File: config.mk
export PLATFORM = sky130hd
export DESIGN_NAME = ring_fabric
export DESIGN_NICKNAME = d
export VERILOG_FILES = /design/src/rtl/ring_pkg.sv /design/src/rtl/ring_slot.sv /design/src/rtl/ring_eject.sv /design/src/rtl/ring_stop.sv /design/src/rtl/ring_fabric.sv
export SDC_FILE = /design/constraint.sdc
export NUM_CORES = 1
export LEC_CHECK = 0
export BUFFER_PORTS_ARGS = -buffer_cell sky130_fd_sc_hd__buf_2
export CELL_PAD_IN_SITES_DETAIL_PLACEMENT = 0
export CELL_PAD_IN_SITES_GLOBAL_PLACEMENT = 2
export CORE_MARGIN = 5
export CORE_UTILIZATION = 42
export DETAILED_ROUTE_END_ITERATION = 7
export PLACE_DENSITY = 0.94
export SLEW_MARGIN = 40
export SYNTH_ARGS = -nofsm -noshare
export SYNTH_HDL_FRONTEND = slang
export SYNTH_HIERARCHICAL = 1
export SYNTH_SLANG_ARGS = --single-unit
File: constraint.sdc
create_clock -name clk -period 4.3 [get_ports clk]
set_input_delay 0 -clock clk [delete_from_list [all_inputs] [get_ports clk]]
set_output_delay 0 -clock clk [all_outputs]
set_load 0.02 [all_outputs]
File: src/rtl/ring_pkg.sv
package ring_pkg;
    typedef enum logic [1:0] {
        MSG_RD   = 2'd0,
        MSG_SNP  = 2'd1,
        MSG_DATA = 2'd2,
        MSG_WB   = 2'd3
    } msg_kind_e;

    typedef enum logic {
        EJ_IDLE = 1'b0,
        EJ_HOLD = 1'b1
    } ej_state_e;
endpackage

File: src/rtl/ring_slot.sv
// One outgoing ring register: through-traffic first, then local load.
module ring_slot
    import ring_pkg::*;
#(
    parameter int IDW    = 3,
    parameter int DATA_W = 16
) (
    input  logic clk,
    input  logic rst_n,
    input  logic up_vld,
    input  logic [IDW-1:0] up_src,
    input  logic [IDW-1:0] up_dst,
    input  msg_kind_e up_kind,
    input  logic [DATA_W-1:0] up_data,
    input  logic take,
    input  logic load,
    input  logic [IDW-1:0] ld_src,
    input  logic [IDW-1:0] ld_dst,
    input  msg_kind_e ld_kind,
    input  logic [DATA_W-1:0] ld_data,
    output logic q_vld,
    output logic [IDW-1:0] q_src,
    output logic [IDW-1:0] q_dst,
    output msg_kind_e q_kind,
    output logic [DATA_W-1:0] q_data
);
    always_ff @(posedge clk) begin
        if (!rst_n) begin
            q_vld  <= 1'b0;
            q_src  <= '0;
            q_dst  <= '0;
            q_kind <= MSG_RD;
            q_data <= '0;
        end else if (up_vld && !take) begin
            q_vld  <= 1'b1;
            q_src  <= up_src;
            q_dst  <= up_dst;
            q_kind <= up_kind;
            q_data <= up_data;
        end else if (load) begin
            q_vld  <= 1'b1;
            q_src  <= ld_src;
            q_dst  <= ld_dst;
            q_kind <= ld_kind;
            q_data <= ld_data;
        end else begin
            q_vld  <= 1'b0;
        end
    end
endmodule

File: src/rtl/ring_eject.sv
// Delivery machine of one stop: takes at most one message per cycle.
module ring_eject
    import ring_pkg::*;
#(
    parameter int IDW     = 3,
    parameter int DATA_W  = 16,
    parameter int STOP_ID = 0
) (
    input  logic clk,
    input  logic rst_n,
    input  logic rq_vld,
    input  logic [IDW-1:0] rq_src,
    input  logic [IDW-1:0] rq_dst,
    input  msg_kind_e rq_kind,
    input  logic [DATA_W-1:0] rq_data,
    input  logic rs_vld,
    input  logic [IDW-1:0] rs_src,
    input  logic [IDW-1:0] rs_dst,
    input  msg_kind_e rs_kind,
    input  logic [DATA_W-1:0] rs_data,
    output logic take_rq,
    output logic take_rs,
    input  logic out_ready,
    output logic out_valid,
    output logic [IDW-1:0] out_src,
    output logic [1:0] out_kind,
    output logic [DATA_W-1:0] out_data
);
    ej_state_e state, state_nx;
    logic [IDW-1:0] h_src;
    msg_kind_e h_kind;
    logic [DATA_W-1:0] h_data;
    logic can_take, hit_rq, hit_rs;

    always_comb begin
        can_take = (state == EJ_IDLE) || out_ready;
        hit_rs   = rs_vld && (rs_dst == IDW'(STOP_ID));
        hit_rq   = rq_vld && (rq_dst == IDW'(STOP_ID));
        take_rs  = can_take && hit_rs;
        take_rq  = can_take && hit_rq && !hit_rs;
        state_nx = state;
        unique case (state)
            EJ_IDLE: if (take_rs || take_rq) state_nx = EJ_HOLD;
            EJ_HOLD: if (out_ready && !(take_rs || take_rq)) state_nx = EJ_IDLE;
        endcase
    end

    always_ff @(posedge clk) begin
        if (!rst_n) begin
            state  <= EJ_IDLE;
            h_src  <= '0;
            h_kind <= MSG_RD;
            h_data <= '0;
        end else begin
            state <= state_nx;
            if (take_rs) begin
                h_src  <= rs_src;
                h_kind <= rs_kind;
                h_data <= rs_data;
            end else if (take_rq) begin
                h_src  <= rq_src;
                h_kind <= rq_kind;
                h_data <= rq_data;
            end
        end
    end

    always_comb begin
        out_valid = (state == EJ_HOLD);
        out_src   = h_src;
        out_kind  = h_kind;
        out_data  = h_data;
    end
endmodule

File: src/rtl/ring_stop.sv
// One stop: destination decode, injection steering, two slots, delivery.
module ring_stop
    import ring_pkg::*;
#(
    parameter int STOP_ID     = 0,
    parameter int NUM_SLICES  = 4,
    parameter int SLICE_FIRST = 1,
    parameter int LINE_OFF    = 6,
    parameter int IDW         = 3,
    parameter int DATA_W      = 16
) (
    input  logic clk,
    input  logic rst_n,
    input  logic rq_up_vld,
    input  logic [IDW-1:0] rq_up_src,
    input  logic [IDW-1:0] rq_up_dst,
    input  msg_kind_e rq_up_kind,
    input  logic [DATA_W-1:0] rq_up_data,
    input  logic rs_up_vld,
    input  logic [IDW-1:0] rs_up_src,
    input  logic [IDW-1:0] rs_up_dst,
    input  msg_kind_e rs_up_kind,
    input  logic [DATA_W-1:0] rs_up_data,
    output logic rq_vld,
    output logic [IDW-1:0] rq_src,
    output logic [IDW-1:0] rq_dst,
    output msg_kind_e rq_kind,
    output logic [DATA_W-1:0] rq_data,
    output logic rs_vld,
    output logic [IDW-1:0] rs_src,
    output logic [IDW-1:0] rs_dst,
    output msg_kind_e rs_kind,
    output logic [DATA_W-1:0] rs_data,
    input  logic inj_valid,
    output logic inj_ready,
    input  logic [1:0] inj_kind,
    input  logic [IDW-1:0] inj_dst,
    input  logic [DATA_W-1:0] inj_data,
    input  logic out_ready,
    output logic out_valid,
    output logic [IDW-1:0] out_src,
    output logic [1:0] out_kind,
    output logic [DATA_W-1:0] out_data
);
    localparam int SIDX_W = (NUM_SLICES > 1) ? $clog2(NUM_SLICES) : 1;

    function automatic logic [SIDX_W-1:0] slice_of(input logic [DATA_W-1:0] a);
        logic [SIDX_W-1:0] f;
        f = '0;
        for (int b = LINE_OFF; b < DATA_W; b++) begin
            f[(b - LINE_OFF) % SIDX_W] ^= a[b];
        end
        return SIDX_W'(int'(f) % NUM_SLICES);
    endfunction

    msg_kind_e kind;
    logic [IDW-1:0] dst_eff;
    logic to_rs, rq_free, rs_free, fire, take_rq, take_rs;

    always_comb begin
        kind      = msg_kind_e'(inj_kind);
        dst_eff   = (kind == MSG_RD) ? IDW'(SLICE_FIRST) + IDW'(slice_of(inj_data))
                                     : inj_dst;
        to_rs     = (kind == MSG_DATA) || (kind == MSG_WB);
        rq_free   = !rq_up_vld || take_rq;
        rs_free   = !rs_up_vld || take_rs;
        inj_ready = to_rs ? rs_free : rq_free;
        fire      = inj_valid && inj_ready;
    end

    ring_slot #(.IDW(IDW), .DATA_W(DATA_W)) u_rq_slot (
        .clk, .rst_n,
        .up_vld(rq_up_vld), .up_src(rq_up_src), .up_dst(rq_up_dst),
        .up_kind(rq_up_kind), .up_data(rq_up_data),
        .take(take_rq), .load(fire && !to_rs),
        .ld_src(IDW'(STOP_ID)), .ld_dst(dst_eff), .ld_kind(kind), .ld_data(inj_data),
        .q_vld(rq_vld), .q_src(rq_src), .q_dst(rq_dst), .q_kind(rq_kind), .q_data(rq_data)
    );

    ring_slot #(.IDW(IDW), .DATA_W(DATA_W)) u_rs_slot (
        .clk, .rst_n,
        .up_vld(rs_up_vld), .up_src(rs_up_src), .up_dst(rs_up_dst),
        .up_kind(rs_up_kind), .up_data(rs_up_data),
        .take(take_rs), .load(fire && to_rs),
        .ld_src(IDW'(STOP_ID)), .ld_dst(dst_eff), .ld_kind(kind), .ld_data(inj_data),
        .q_vld(rs_vld), .q_src(rs_src), .q_dst(rs_dst), .q_kind(rs_kind), .q_data(rs_data)
    );

    ring_eject #(.IDW(IDW), .DATA_W(DATA_W), .STOP_ID(STOP_ID)) u_eject (
        .clk, .rst_n,
        .rq_vld(rq_up_vld), .rq_src(rq_up_src), .rq_dst(rq_up_dst),
        .rq_kind(rq_up_kind), .rq_data(rq_up_data),
        .rs_vld(rs_up_vld), .rs_src(rs_up_src), .rs_dst(rs_up_dst),
        .rs_kind(rs_up_kind), .rs_data(rs_up_data),
        .take_rq, .take_rs,
        .out_ready, .out_valid, .out_src, .out_kind, .out_data
    );
endmodule

File: src/rtl/ring_fabric.sv
// Ring of stops: requests move up in stop number, responses move down.
module ring_fabric
    import ring_pkg::*;
#(
    parameter int NUM_STOPS   = 6,
    parameter int NUM_SLICES  = 4,
    parameter int SLICE_FIRST = 1,
    parameter int LINE_OFF    = 6,
    parameter int DATA_W      = 16,
    localparam int IDW        = (NUM_STOPS > 1) ? $clog2(NUM_STOPS) : 1
) (
    input  logic clk,
    input  logic rst_n,
    input  logic [NUM_STOPS-1:0] inj_valid,
    output logic [NUM_STOPS-1:0] inj_ready,
    input  logic [NUM_STOPS-1:0][1:0] inj_kind,
    input  logic [NUM_STOPS-1:0][IDW-1:0] inj_dst,
    input  logic [NUM_STOPS-1:0][DATA_W-1:0] inj_data,
    output logic [NUM_STOPS-1:0] out_valid,
    input  logic [NUM_STOPS-1:0] out_ready,
    output logic [NUM_STOPS-1:0][IDW-1:0] out_src,
    output logic [NUM_STOPS-1:0][1:0] out_kind,
    output logic [NUM_STOPS-1:0][DATA_W-1:0] out_data
);
    logic              rq_vld  [NUM_STOPS];
    logic [IDW-1:0]    rq_src  [NUM_STOPS];
    logic [IDW-1:0]    rq_dst  [NUM_STOPS];
    msg_kind_e         rq_kind [NUM_STOPS];
    logic [DATA_W-1:0] rq_data [NUM_STOPS];
    logic              rs_vld  [NUM_STOPS];
    logic [IDW-1:0]    rs_src  [NUM_STOPS];
    logic [IDW-1:0]    rs_dst  [NUM_STOPS];
    msg_kind_e         rs_kind [NUM_STOPS];
    logic [DATA_W-1:0] rs_data [NUM_STOPS];

    for (genvar i = 0; i < NUM_STOPS; i++) begin : g_stop
        localparam int PRV = (i + NUM_STOPS - 1) % NUM_STOPS;
        localparam int NXT = (i + 1) % NUM_STOPS;
        ring_stop #(
            .STOP_ID(i), .NUM_SLICES(NUM_SLICES), .SLICE_FIRST(SLICE_FIRST),
            .LINE_OFF(LINE_OFF), .IDW(IDW), .DATA_W(DATA_W)
        ) u_stop (
            .clk, .rst_n,
            .rq_up_vld(rq_vld[PRV]), .rq_up_src(rq_src[PRV]), .rq_up_dst(rq_dst[PRV]),
            .rq_up_kind(rq_kind[PRV]), .rq_up_data(rq_data[PRV]),
            .rs_up_vld(rs_vld[NXT]), .rs_up_src(rs_src[NXT]), .rs_up_dst(rs_dst[NXT]),
            .rs_up_kind(rs_kind[NXT]), .rs_up_data(rs_data[NXT]),
            .rq_vld(rq_vld[i]), .rq_src(rq_src[i]), .rq_dst(rq_dst[i]),
            .rq_kind(rq_kind[i]), .rq_data(rq_data[i]),
            .rs_vld(rs_vld[i]), .rs_src(rs_src[i]), .rs_dst(rs_dst[i]),
            .rs_kind(rs_kind[i]), .rs_data(rs_data[i]),
            .inj_valid(inj_valid[i]), .inj_ready(inj_ready[i]), .inj_kind(inj_kind[i]),
            .inj_dst(inj_dst[i]), .inj_data(inj_data[i]),
            .out_ready(out_ready[i]), .out_valid(out_valid[i]), .out_src(out_src[i]),
            .out_kind(out_kind[i]), .out_data(out_data[i])
        );
    end
endmodule

# After elaboration in Yosys (flattened, before gate mapping)

Cells that the tools add are included.

Register bits: 432
Input port bits: 140
Output and inout port bits: 138

Bitwise operators: 54
Equal/unequal tests: 22
Muxes and demuxes: 186
Reduce and logical (&&, ||, !) cells: 164
Add/sub/neg operators: 6

Operators by type and width:

| cell                  | number |
|---|---|
| $mux W16              | 36 |
| $mux W3               | 66 |
| $mux W2               | 36 |
| $logic_and A1 B1 Y1   | 66 |
| $xor A1 B1 Y1         | 48 |
| $logic_not A1 Y1      | 42 |
| $mux W1               | 42 |
| $reduce_bool A2 Y1    | 18 |
| $logic_or A1 B1 Y1    | 30 |
| $eq A2 B2 Y1 const B  | 12 |
| $add A1 B2 Y3 const A | 6 |
| $eq A3 B2 Y1 const B  | 4 |
| $eq A3 B3 Y1 const B  | 4 |
| $logic_not A2 Y1      | 6 |
| $pmux W1 S2           | 6 |
| $eq A3 B1 Y1 const B  | 2 |
| $logic_not A3 Y1      | 2 |
| $not A1 Y1            | 6 |

# Longest topological paths before layout

Depth after elaboration: 10
Gate-level depth with buffers: 12
Mapped depth without buffers: 8

# By module

The synthesis kept the hierarchy.

Modules (own cells, without submodules):

| module                                     | area an instance (sq um) | times used | seq. area each (sq um) | cells an instance |
|---|---|---|---|---|
| ring_slot                                  | 1,326.3                  | 12         | 500.5                  | 114 |
| ring_eject at g_stop[1].u_stop.u_eject ... | 1,338.8                  | 3          | 440.4                  | 134 |
| ring_eject at g_stop[3].u_stop.u_eject ... | 1,311.3                  | 2          | 440.4                  | 132 |
| ring_eject at g_stop[0].u_stop.u_eject     | 1,327.5                  | 1          | 440.4                  | 133 |
| ring_stop at g_stop[1].u_stop ...          | 161.4                    | 5          | 0.0                    | 20 |
| ring_stop at g_stop[0].u_stop              | 157.7                    | 1          | 0.0                    | 19 |

# Worst setup path before layout

No wires, ideal clock.

Kind: register to register
From: reg g_stop[5].u_stop.u_rq_slot.q_vld
To: reg g_stop[0].u_stop.u_rq_slot.q_data[0]
Slack: 1.374 ns
Library setup time: 0.146 ns
Path buffers: 4
Stages on the path, launching flop included: 12
Arrival time: 2.779 ns
Cells stage by stage: dfxtp_1 or4b_1 buf_2 clkbuf_1 nor3_1 nor2_1 a32oi_1 and3b_1 buf_4 buf_6 mux2i_1 a211oi_2

Word-level cells in the longest chain between the ends: 8
Elaborated cells on any way between the ends: 12
Those cells by class: mux (2); reduce/logical (10)

Ends and longest elaborated chain:

| what                             | RTL line          | text |
|---|---|---|
| start, declared                  | ring_slot.sv:21   | `output logic q_vld,` |
| start signal, assigned           | ring_slot.sv:29   | `q_vld <= 1'b0;` |
| start signal, assigned           | ring_slot.sv:35   | `q_vld <= 1'b1;` |
| start signal, assigned           | ring_slot.sv:41   | `q_vld <= 1'b1;` |
| $logic_and A1 B1 Y1              | ring_eject.sv:38  | `hit_rq = rq_vld && (rq_dst == IDW'(STOP_ID));` |
| $logic_and A1 B1 Y1 (2 in a row) | ring_eject.sv:40  | `take_rq = can_take && hit_rq && !hit_rs;` |
| net g_stop[0].u_stop.take_rq     | ring_stop.sv:58   | `logic to_rs, rq_free, rs_free, fire, take_rq, take_rs;` |
| $logic_or A1 B1 Y1               | ring_stop.sv:65   | `rq_free = !rq_up_vld \|\| take_rq;` |
| $mux W1                          | ring_stop.sv:67   | `inj_ready = to_rs ? rs_free : rq_free;` |
| net inj_ready[0]                 | ring_fabric.sv:15 | `output logic [NUM_STOPS-1:0] inj_ready,` |
| $logic_and A1 B1 Y1              | ring_stop.sv:68   | `fire = inj_valid && inj_ready;` |
| $logic_and A1 B1 Y1              | ring_stop.sv:75   | `.take(take_rq), .load(fire && !to_rs),` |
| $reduce_bool A2 Y1 (no line)     | n/a               |  |
| end signal, assigned             | ring_slot.sv:39   | `q_data <= up_data;` |
| end signal, assigned             | ring_slot.sv:45   | `q_data <= ld_data;` |
| end, declared                    | ring_slot.sv:25   | `output logic [DATA_W-1:0] q_data` |

The timed path passes the listed nets, and every way through them passes these cells.
A chain may end at the register's enable or synchronous reset.

# Worst setup path in the final report

From: reg g_stop[1].u_stop.u_rs_slot.q_vld
To: reg g_stop[0].u_stop.u_rs_slot.q_kind[1]

Elaborated cells on any way between the ends: 14
Those cells by class: mux (2); reduce/logical (12)

RTL lines:

| what                         | RTL line         | text |
|---|---|---|
| start, declared              | ring_slot.sv:21  |  |
| start signal, assigned       | ring_slot.sv:29  |  |
| start signal, assigned       | ring_slot.sv:35  |  |
| start signal, assigned       | ring_slot.sv:41  |  |
| $logic_and A1 B1 Y1 (*)      | ring_eject.sv:37 | `hit_rs = rs_vld && (rs_dst == IDW'(STOP_ID));` |
| $logic_and A1 B1 Y1 (*)      | ring_eject.sv:39 | `take_rs = can_take && hit_rs;` |
| net g_stop[0].u_stop.take_rs | ring_stop.sv:58  |  |
| $logic_or A1 B1 Y1           | ring_stop.sv:66  | `rs_free = !rs_up_vld \|\| take_rs;` |
| $mux W1                      | ring_stop.sv:67  |  |
| $logic_and A1 B1 Y1          | ring_stop.sv:68  |  |
| $logic_and A1 B1 Y1          | ring_stop.sv:84  | `.take(take_rs), .load(fire && to_rs),` |
| $reduce_bool A2 Y1 (no line) | n/a              |  |
| end signal, assigned         | ring_slot.sv:38  | `q_kind <= up_kind;` |
| end signal, assigned         | ring_slot.sv:44  | `q_kind <= ld_kind;` |
| end, declared                | ring_slot.sv:24  | `output msg_kind_e q_kind,` |

The timed path passes the listed nets; every way through them passes the cells marked *.

==> run metrics <==
share of cells above drive strength 1 31.07%; CTS sink cnt around 430; min Tclk post-route 3.483 ns; worst r2r src g_stop[1].u_stop/u_rs_slot/q_vld; area grow syn2layout 15.77%; core area between 50000 and 60000 um2; Final Max Slew Viols 0; hold path start inj_dst[5]; largest net degree at the start of global routing approximately 130; vias in the first global route 19680; Top delay family on crit path simple AND/OR/NAND/NOR gates; Peak Freq 0.2871 GHz; CTS resizes 0; post-route insts no fill 3367; top-level I/O count about 280; Slew @ Worst Pin 0.7128 ns; status complete, no violations; starting density of the core a little over two fifths; Port Buffer Count 277; Setup violations, final 0; Comb power frac a little under a fifth; sequential area share after synthesis 34.81%; cell internal pwr approximately 7.5 mW; critical path peak fanout 28; max_cap viols 0; critical path cell sequence buf_4 > or4b_2 > nor2_1 > buf_4 > inv_1 > a32oi_1 > and3_1 > buf_4 > mux2i_1 > a211oi_2; CP Class reg2reg; WP depth 10; # Post-CTS Setup Buffers 0; drt total wl 89000 um; H-tree level count 2; TritonCTS clock tree yes; CP required 4.74 ns; switching share of power a little under a third; Critical path buffers and inverters 4; leakage power ~10 nW; total power draw 10.88 mW; VDD IR max between 200 and 300 uV; Via Count 20290; detailed placer's ending HPWL 64190 um; area of the multi-input gates 14420 um2; slowest stage delay, CP between 0.9 and 1 ns; Reg area 8648 um2; R2R Setup Slk ~0.8 ns; Async SR Flop Fraction 0%; GPL Wtd Cong 0.9090; Yosys warnings 6; #FFs+latches synth 432; Num CTS Buffers 48; Clock transition at path regs 0.06 ns; WHS Path Cells 4; final setup margin just over 0.8 ns; number of antenna violations at the first check in global routing 0; relative slew slack 52.41%; Cell Area, Synth 24850 um2; Die Ht 253.2 um; Primary FF master, synth dfxtp_1; Final #Nets 2706; DR iter-0 viols 1837; antenna viol nets, final 0; min-delay worst type in2reg; Worst-Skew Late Latency 0.59 ns; All-Layer GR Usage 26.39%; Setup crit start g_stop[1].u_stop/u_rs_slot/q_vld; setup tns final 0 ns; DR pass1 iterations 7; Util after Layout between 40% and 50%; power per cell area ~380 nW/um2; Critical Path Start Type flip-flop; Worst Path Arrival 3.92 ns; number of fillers in the final layout 5455; diode count 0; DIE AREA 64120 um2; Synth Instances ~2300; DRC Markers 0; Clock power frac 37.5%; post-synthesis cell type count 38; Clock Skews 0.01424 ns; pre-CTS setup slack 0.8952 ns; Via density between 6 and 7; CTS max path bufs 3; Reg power frac 44.1%; Root Buffer clkbuf_16; Hold Fails Final Rpt 0; Cells after DPL 3164; EDFF count, synth 0; hold buffers post-CTS 117; Routed WL per cell 26.43 um; global-route wire length before repair between 100000 and 150000 um; CP max stage cell or4b_2; Overflow after GRT 0; final period utilization 81.00%; Worst setup EP type flip-flop; Sw Pwr between 3 and 4 mW; num rows 89; Mean Syn Cell Area 10.87 um2; RSZ-0062 raised after global routing no; die width 253.2 um; path depth of the worst reg2reg path 10; CP dominant cell by count buf_4
cell families after synthesis:
logic type      synth area share (%)
compound gates                 21.74
xor+xnor                       1.813
fa+ha+maj                     0.3021
buf+inv                        7.710
flops                          34.81
mux                            17.22
other cells                   0.1662
simple gates                   16.24
tightest hold or removal path: stages:
cell and delay [ns]:
buf_2 0.10, mux2_2 0.17, mux2i_1 0.09, a211oi_2 0.20
final timing paths:
kind,end
setup reg to reg,g_stop[0].u_stop/u_rs_slot/q_kind[1]
hold reg to reg,g_stop[4].u_stop/u_eject/out_data[9]
setup / recovery,g_stop[0].u_stop/u_rs_slot/q_kind[1]
hold / removal,g_stop[1].u_stop/u_rq_slot/q_dst[2]
registers in the layout, indices dropped and copies added (netlist names):
signal / count
g_stop.u_stop/u_eject/out_data: 96
g_stop.u_stop/u_eject/out_kind: 12
g_stop.u_stop/u_eject/out_src: 18
g_stop.u_stop/u_eject/out_valid: 6
g_stop.u_stop/u_rq_slot/q_data: 96
g_stop.u_stop/u_rq_slot/q_dst: 18
g_stop.u_stop/u_rq_slot/q_kind: 12
g_stop.u_stop/u_rq_slot/q_src: 18
g_stop.u_stop/u_rq_slot/q_vld: 6
g_stop.u_stop/u_rs_slot/q_data: 96
g_stop.u_stop/u_rs_slot/q_dst: 18
g_stop.u_stop/u_rs_slot/q_kind: 12
g_stop.u_stop/u_rs_slot/q_src: 18
g_stop.u_stop/u_rs_slot/q_vld: 6
layout make-up:
type	count	share of cell area [%]
clock buffer	77	5.046
clock inverter	7	0.2088
inverter	38	0.4959
multi-input combinational	1582	50.15
sequential	432	30.07
tap	773	3.362
timing repair buffer	458	10.67
metrics by stage:
step,hold slack [ns],instance area [um2]
4_1_cts,0.001443,28730
3_3_place_gp,0.3956,26030
2_1_floorplan,0.2014,24940
3_5_place_dp,0.3956,26040
5_1_grt,0.02315,28760
6_report,0.02163,28760
layer usage:
metal  up-vias  global-route usage, %  share of wire, %  routed length, um
met5         -                      0                 0                  0
met4         0                  10.97               4.6               4051
met3       151                  3.030               6.0               5303
met2       739                  41.99                46              40700
met1     10160                  36.51                44              38950
li1       9235                      -                 -                  -
cells in the final DEF (no fill, tap or decap), drive strengths merged, types with 12 or more instances in the layout:
master,n
clkbuf,77
xnor2,30
mux2,12
nand2,128
conb,36
nand4,126
a21oi,20
mux2i,414
o221ai,126
nand2b,18
dlygate4sd3,118
inv,38
buf,340
dfxtp,432
nor2,24
a211oi,288
nor3b,288
Yosys cell counts, types with 4 or more instances:
master | instances | share of area (%)
nor3_1 | 4 | 0.081
buf_1 | 22 | 0.33
nand4b_1 | 4 | 0.14
and3b_1 | 6 | 0.21
buf_4 | 20 | 0.60
a211oi_1 | 60 | 1.8
nor2_1 | 24 | 0.36
nand2b_1 | 6 | 0.15
xnor3_1 | 6 | 0.54
nand4_1 | 126 | 3.2
buf_6 | 84 | 3.8
a21oi_1 | 20 | 0.40
and3_1 | 6 | 0.15
xor2_1 | 6 | 0.21
conb_1 | 11 | 0.17
nand4bb_1 | 6 | 0.27
nor3b_1 | 288 | 8.7
mux2_2 | 12 | 0.54
nor2b_1 | 4 | 0.10
inv_1 | 38 | 0.57
nand2b_4 | 12 | 0.66
dfxtp_1 | 432 | 35
a32oi_1 | 6 | 0.21
a211oi_2 | 228 | 11
a31oi_1 | 6 | 0.15
ha_1 | 6 | 0.30
buf_2 | 76 | 1.5
o221ai_2 | 120 | 7.3
o221ai_1 | 6 | 0.21
mux2i_1 | 414 | 17
nand2_1 | 128 | 1.9
a211o_1 | 4 | 0.14
clkbuf_1 | 57 | 0.86
xnor2_1 | 30 | 1.1
power groups by stage:
stage	logic, mW	clock network [mW]	registers (mW)
after floorplan	1.47	0	4.62
after global placement	1.86	0	4.85
after detailed placement	1.89	0	4.86
after CTS	1.98	4.14	4.77
final	2.00	4.08	4.80
after global routing	2.14	4.30	4.80
Power figures use the tool's default switching activity.
